### config.mk
export PLATFORM = sky130hd
export DESIGN_NAME = dual_bank_inval_cache
export DESIGN_NICKNAME = d
export VERILOG_FILES = /design/src/rtl/dbic_pkg.sv /design/src/rtl/dbic_fifo.sv /design/src/rtl/dbic_bank.sv /design/src/rtl/dual_bank_inval_cache.sv
export SDC_FILE = /design/constraint.sdc
export NUM_CORES = 1
export LEC_CHECK = 0
export ABC_AREA = 1
export CAP_MARGIN = 5
export CORE_MARGIN = 2
export CORE_UTILIZATION = 45
export DETAILED_ROUTE_END_ITERATION = 10
export PLACE_DENSITY = 0.71
export SYNTH_ARGS = -nofsm -noshare
export SYNTH_HDL_FRONTEND = slang
export SYNTH_HIERARCHICAL = 1
export SYNTH_SLANG_ARGS = --single-unit
### constraint.sdc
create_clock -name clk -period 4.05 [get_ports clk]
set_input_delay 0.405 -clock clk [delete_from_list [all_inputs] [get_ports clk]]
set_output_delay 0.405 -clock clk [all_outputs]
set_load 0.02 [all_outputs]
### src/rtl/dbic_pkg.sv
package dbic_pkg;
    typedef enum logic [1:0] {
        DR_EMPTY,
        DR_POP,
        DR_HELD
    } drain_mode_e;
endpackage

### src/rtl/dbic_fifo.sv
module dbic_fifo #(
    parameter int W     = 4,
    parameter int DEPTH = 8,
    localparam int PTR_W = (DEPTH > 1) ? $clog2(DEPTH) : 1,
    localparam int CNT_W = $clog2(DEPTH + 1)
) (
    input  logic             clk,
    input  logic             rst_n,
    input  logic             push,
    input  logic [W-1:0]     push_data,
    input  logic             pop,
    output logic [W-1:0]     head_data,
    output logic             full,
    output logic             empty,
    output logic [CNT_W-1:0] count
);
    logic [W-1:0]     mem_q [DEPTH];
    logic [PTR_W-1:0] wptr_q, rptr_q;
    logic [CNT_W-1:0] cnt_q;
    logic             do_push, do_pop;

    assign full      = (cnt_q == CNT_W'(DEPTH));
    assign empty     = (cnt_q == '0);
    assign count     = cnt_q;
    assign head_data = mem_q[rptr_q];
    assign do_push   = push && !full;
    assign do_pop    = pop && !empty;

    function automatic logic [PTR_W-1:0] nxt(input logic [PTR_W-1:0] p);
        return (p == PTR_W'(DEPTH - 1)) ? '0 : p + 1'b1;
    endfunction

    always_ff @(posedge clk) begin
        if (!rst_n) begin
            wptr_q <= '0;
            rptr_q <= '0;
            cnt_q  <= '0;
            for (int i = 0; i < DEPTH; i++) mem_q[i] <= '0;
        end else begin
            if (do_push) begin
                mem_q[wptr_q] <= push_data;
                wptr_q        <= nxt(wptr_q);
            end
            if (do_pop) rptr_q <= nxt(rptr_q);
            case ({do_push, do_pop})
                2'b10:   cnt_q <= cnt_q + 1'b1;
                2'b01:   cnt_q <= cnt_q - 1'b1;
                default: cnt_q <= cnt_q;
            endcase
        end
    end

    AST_NO_OVERFLOW: assert property (@(posedge clk) disable iff (!rst_n)
        cnt_q <= CNT_W'(DEPTH));
    AST_STEP_ONE: assert property (@(posedge clk) disable iff (!rst_n)
        1'b1 |=> ((CNT_W+1)'(cnt_q) <= (CNT_W+1)'($past(cnt_q)) + 1'b1)
              && ((CNT_W+1)'(cnt_q) + 1'b1 >= (CNT_W+1)'($past(cnt_q))));
endmodule

### src/rtl/dbic_bank.sv
module dbic_bank
    import dbic_pkg::*;
#(
    parameter int IDX_W  = 4,
    parameter int DATA_W = 16,
    parameter int QDEPTH = 8,
    localparam int LINES = 1 << IDX_W,
    localparam int CNT_W = $clog2(QDEPTH + 1)
) (
    input  logic              clk,
    input  logic              rst_n,
    input  logic              stall,
    input  logic              inv_push,
    input  logic [IDX_W-1:0]  inv_idx,
    output logic              q_full,
    input  logic              fill_en,
    input  logic [IDX_W-1:0]  fill_idx,
    input  logic [DATA_W-1:0] fill_data,
    input  logic [IDX_W-1:0]  rd_idx,
    output logic              line_valid,
    output logic [DATA_W-1:0] line_data,
    output logic [CNT_W-1:0]  occ
);
    logic              valid_q [LINES];
    logic [DATA_W-1:0] data_q  [LINES];
    logic [IDX_W-1:0]  head_idx;
    logic              q_empty, pop_en;
    drain_mode_e       mode;

    dbic_fifo #(.W(IDX_W), .DEPTH(QDEPTH)) u_fifo (
        .clk       (clk),
        .rst_n     (rst_n),
        .push      (inv_push),
        .push_data (inv_idx),
        .pop       (pop_en),
        .head_data (head_idx),
        .full      (q_full),
        .empty     (q_empty),
        .count     (occ)
    );

    always_comb begin
        if (q_empty)    mode = DR_EMPTY;
        else if (stall) mode = DR_HELD;
        else            mode = DR_POP;
    end

    always_comb begin
        unique case (mode)
            DR_EMPTY: pop_en = 1'b0;
            DR_POP:   pop_en = 1'b1;
            DR_HELD:  pop_en = 1'b0;
            default:  pop_en = 1'b0;
        endcase
    end

    always_ff @(posedge clk) begin
        if (!rst_n) begin
            for (int i = 0; i < LINES; i++) begin
                valid_q[i] <= 1'b0;
                data_q[i]  <= '0;
            end
        end else begin
            if (fill_en) begin
                valid_q[fill_idx] <= 1'b1;
                data_q[fill_idx]  <= fill_data;
            end
            if (pop_en) valid_q[head_idx] <= 1'b0;
        end
    end

    assign line_valid = valid_q[rd_idx];
    assign line_data  = data_q[rd_idx];

    AST_STALL_HOLDS: assert property (@(posedge clk) disable iff (!rst_n)
        (stall && !inv_push) |=> (occ == $past(occ)));
    AST_DRAIN_CLEARS: assert property (@(posedge clk) disable iff (!rst_n)
        pop_en |=> !valid_q[$past(head_idx)]);
endmodule

### src/rtl/dual_bank_inval_cache.sv
module dual_bank_inval_cache #(
    parameter int ADDR_W = 5,
    parameter int DATA_W = 16,
    parameter int QDEPTH = 8,
    localparam int IDX_W = ADDR_W - 1,
    localparam int CNT_W = $clog2(QDEPTH + 1)
) (
    input  logic              clk,
    input  logic              rst_n,
    input  logic              inv_valid,
    input  logic [ADDR_W-1:0] inv_addr,
    output logic              inv_ready,
    input  logic              fill_valid,
    input  logic [ADDR_W-1:0] fill_addr,
    input  logic [DATA_W-1:0] fill_data,
    input  logic              rd_valid,
    input  logic [ADDR_W-1:0] rd_addr,
    output logic              rsp_valid,
    output logic              rsp_hit,
    output logic [DATA_W-1:0] rsp_data,
    input  logic [1:0]        drain_stall,
    output logic [CNT_W-1:0]  occ_odd,
    output logic [CNT_W-1:0]  occ_even
);
    logic [1:0]        q_full;
    logic              line_v [2];
    logic [DATA_W-1:0] line_d [2];
    logic [CNT_W-1:0]  occ_w  [2];
    logic              inv_bank, fill_bank, rd_bank;

    // bank 0 owns odd lines, bank 1 owns even lines
    assign inv_bank  = ~inv_addr[0];
    assign fill_bank = ~fill_addr[0];
    assign rd_bank   = ~rd_addr[0];
    assign inv_ready = ~q_full[inv_bank];

    for (genvar b = 0; b < 2; b++) begin : g_bank
        localparam logic OWN_PAR = (b == 0) ? 1'b1 : 1'b0;
        logic sel_inv, sel_fill;
        assign sel_inv  = inv_valid  && (inv_addr[0]  == OWN_PAR);
        assign sel_fill = fill_valid && (fill_addr[0] == OWN_PAR);

        dbic_bank #(.IDX_W(IDX_W), .DATA_W(DATA_W), .QDEPTH(QDEPTH)) u_bank (
            .clk        (clk),
            .rst_n      (rst_n),
            .stall      (drain_stall[b]),
            .inv_push   (sel_inv),
            .inv_idx    (inv_addr[ADDR_W-1:1]),
            .q_full     (q_full[b]),
            .fill_en    (sel_fill),
            .fill_idx   (fill_addr[ADDR_W-1:1]),
            .fill_data  (fill_data),
            .rd_idx     (rd_addr[ADDR_W-1:1]),
            .line_valid (line_v[b]),
            .line_data  (line_d[b]),
            .occ        (occ_w[b])
        );
    end

    assign occ_odd  = occ_w[0];
    assign occ_even = occ_w[1];

    always_ff @(posedge clk) begin
        if (!rst_n) begin
            rsp_valid <= 1'b0;
            rsp_hit   <= 1'b0;
            rsp_data  <= '0;
        end else begin
            rsp_valid <= rd_valid;
            rsp_hit   <= rd_valid && line_v[rd_bank];
            rsp_data  <= (rd_valid && line_v[rd_bank]) ? line_d[rd_bank] : '0;
        end
    end

    AST_RSP_LATENCY: assert property (@(posedge clk) disable iff (!rst_n)
        rd_valid |=> rsp_valid);
    AST_MISS_NO_DATA: assert property (@(posedge clk) disable iff (!rst_n)
        (rsp_valid && !rsp_hit) |-> (rsp_data == '0));
    AST_REFUSE_ODD: assert property (@(posedge clk) disable iff (!rst_n)
        (inv_valid && inv_addr[0] && !inv_ready && !(occ_odd != '0 && !drain_stall[0]))
            |=> (occ_odd == $past(occ_odd)));
    AST_ODD_SPARES_EVEN: assert property (@(posedge clk) disable iff (!rst_n)
        (inv_valid && inv_addr[0] && drain_stall[1]) |=> (occ_even == $past(occ_even)));
endmodule

==> results.sh <==
export IMPL_ys_seq_area_frac=0.6006
export IMPL_synth_area_mm2=0.03133
export IMPL_gp_congestion=0.9002
export IMPL_most_common_layout_cells="911 x nand2_1, 675 x nor2_1, 576 x edfxtp_1"
export IMPL_h_tree_depth=3
export IMPL_finalSetupViolCount=0
export IMPL_cts_root_buf="clkbuf_16"
export IMPL_cts_hold_buf=0
export IMPL_die_area_mm2=0.07175
export IMPL_wl_per_cell_um=19.49
export IMPL_vias=24050
export IMPL_worstPathArrival_ps=3100
export IMPL_grt_usage=0.2472
export IMPL_nFillCells=6322
export IMPL_start_util=0.4560
export IMPL_synthCells=3587
export IMPL_dr_pass1_iters=8
export IMPL_finalHoldViolations=0
export IMPL_met2_wirelength_um=39120
export IMPL_design_power_total_mw=16.14
export IMPL_rsz0062_at_grt="no"
export IMPL_antenna_found_initial=6
export IMPL_vdd_drop_max_mv=0.4056
export IMPL_place_area_mm2=0.03239
export IMPL_powerDensity_mw_per_mm2=467.6
export IMPL_hpwlAfterDp_um=56400
export IMPL_drt_total_wl_um=88270
export IMPL_final_common_cell="nand2_1"
export IMPL_viasPerCell=5.310
export IMPL_yosysUniqueCellTypes=34
export IMPL_n_antenna_cell=0
export IMPL_drt_iter0_drc=3147
export IMPL_worstPathRequired_ps=4460
export IMPL_top_layer="met5"
export IMPL_portBuffers=64
export IMPL_drc_errors=0
export IMPL_die_h_um=267.9
export IMPL_cts_max_path_buffers=3
export IMPL_die_w_um=267.9
export IMPL_max_slew_margin=0.2332
export IMPL_ctsResizeCount=0
export IMPL_grt_pass1_vias=22350
export IMPL_finalCritPeriodShare=0.6646
export IMPL_cp_max_fo=17
export IMPL_dp_cells=4407
export IMPL_cts_tree="done"
export IMPL_path_clk_slew_ps=60
export IMPL_holdWs_ps=292.4
export IMPL_drv_slew=0
export IMPL_met3_wirelength_um=11010
export IMPL_stdcell_area_mm2=0.03451
export IMPL_tightest_slew_ps=1149
export IMPL_min_period_ps=2692
export IMPL_setup_tns_ps=0
export IMPL_syn_to_final_growth_pct=10.16
export IMPL_end_kind="flip-flop"
export IMPL_grt_max_degree=156
export IMPL_cts_setup_buffers=0
export IMPL_cts_sinks=652
export IMPL_core_area_mm2=0.06871
export IMPL_numCtsBuffers=69
export IMPL_clock_skew_ps=31.67
export IMPL_worstSetupStartpointType="flip-flop"
export IMPL_ios=65
export IMPL_status="finished clean"
export IMPL_syn_nets=3637
export IMPL_hold_start="rst_n"
export IMPL_rows=96
export IMPL_layout_cells_non_filler=4529
export IMPL_grt_pass1_wl_um=132100
export IMPL_grt_overflow_total=0
export IMPL_p_leak_nw=15.32
export IMPL_fin_nets=3597
export IMPL_synth_area_per_cell_um2=8.734
export IMPL_maxCapViolations=0
export IMPL_max_freq_mhz=371.5
export IMPL_hold_class="input port to flip-flop"
export IMPL_antenna_left=0
export IMPL_synth_ff_latch_count=652
export IMPL_timing_worst_setup_path_type="flip-flop to flip-flop"
export IMPL_m1WireLength_um=34880
export IMPL_yosysWarnings=6
export IMPL_drive_above_1_share=0.05503
export IMPL_clock_latency_ps=610
[path summary, 6_finish.rpt]
check                                 endpoint  slack (ps)  cells past startpoint
min reg2reg        g_bank[1].u_bank/valid_q[7]         480                      2
max                g_bank[1].u_bank/valid_q[9]        1360                      8
max reg2reg        g_bank[1].u_bank/valid_q[9]        1360                      8
min          g_bank[1].u_bank/u_fifo/wptr_q[0]         290                      3
[cells by family (layout without fill, tap and decap cells)]
family,count (synthesis),in the layout,share of synthesized area
simple gates,2100,2100,0.2790
buf+inv,724,735,0.09433
flops,652,652,0.6006
compound gates,97,97,0.02069
fa+ha+maj,12,12,0.004792
xor+xnor,2,2,0.0005592
[registers in the layout (all words and copies together), names as in the netlist, named ones only]
signal / flops
g_bank.u_bank/data_q: 512
g_bank.u_bank/u_fifo/count: 8
g_bank.u_bank/u_fifo/mem_q: 64
g_bank.u_bank/u_fifo/rptr_q: 6
g_bank.u_bank/u_fifo/wptr_q: 6
g_bank.u_bank/valid_q: 32
rsp_data: 16
rsp_hit: 1
rsp_valid: 1
[synthesized netlist by cell type]
library cell,instances,share of area
nand2_2,36,0.0072
ha_1,12,0.0048
and2_0,12,0.0024
nand3_1,418,0.067
nand2_4,5,0.0018
inv_6,1,0.00028
nor2_2,13,0.0026
a21oi_4,2,0.0010
a22oi_1,28,0.0067
a21oi_1,14,0.0022
nor2_4,6,0.0022
clkbuf_8,2,0.00088
nand3_2,2,0.00064
nor2_1,675,0.081
buf_6,10,0.0036
inv_1,519,0.062
o32ai_1,16,0.0045
nor3_4,4,0.0021
clkbuf_1,86,0.010
and2_1,6,0.0012
clkinv_1,4,0.00048
xor2_1,2,0.00056
o211a_1,2,0.00064
buf_2,77,0.012
edfxtp_1,576,0.55
inv_2,4,0.00048
buf_1,10,0.0012
dfxtp_1,76,0.049
nand2_1,911,0.11
buf_4,11,0.0026
nand3b_1,2,0.00048
o21ai_0,35,0.0056
nor3_1,8,0.0013
nand4_1,2,0.00040
[power by group]
part           switching, mW  internal, mW
logic                   1.59         0.595
registers              0.220          7.69
clock network           2.57          3.47
total                   4.38          11.8
[per-stage QoR]
| stage | worst slack [ps] | util |
|---|---|---|
| 4_1_cts | 1440 | 0.5023 |
| 3_5_place_dp | 956.1 | 0.4714 |
| 6_report | 1358 | 0.5023 |
| 2_1_floorplan | 1908 | - |
| 3_3_place_gp | 977.1 | 0.4714 |
| 5_1_grt | 1172 | 0.5023 |
[worst max-delay path: stages (launching register included)]
cell	delay, ps
dfxtp_1	460
inv_1	420
nor2_1	80
o32ai_1	290
nand2_1	100
nand2_1	110
inv_1	60
nor3_1	830
a22oi_1	150
[cell type report]
type	instances	area, um^2	area share
clock inverter	29	237.7	0.006888
clock buffer	93	1887	0.05467
sequential	652	18820	0.5453
inverter	528	1992	0.05772
tap	931	1165	0.03375
timing repair buffer	85	855.8	0.02480
multi-input combinational	2211	9557	0.2769
[per-layer routing]
metal,GRT usage,vias to the layer above
li1,-,11250
met3,0.05626,222
met2,0.3764,1378
met1,0.3440,11190
met5,0,-
met4,0.09754,10
Note: power is estimated with default switching activity, not from simulation.
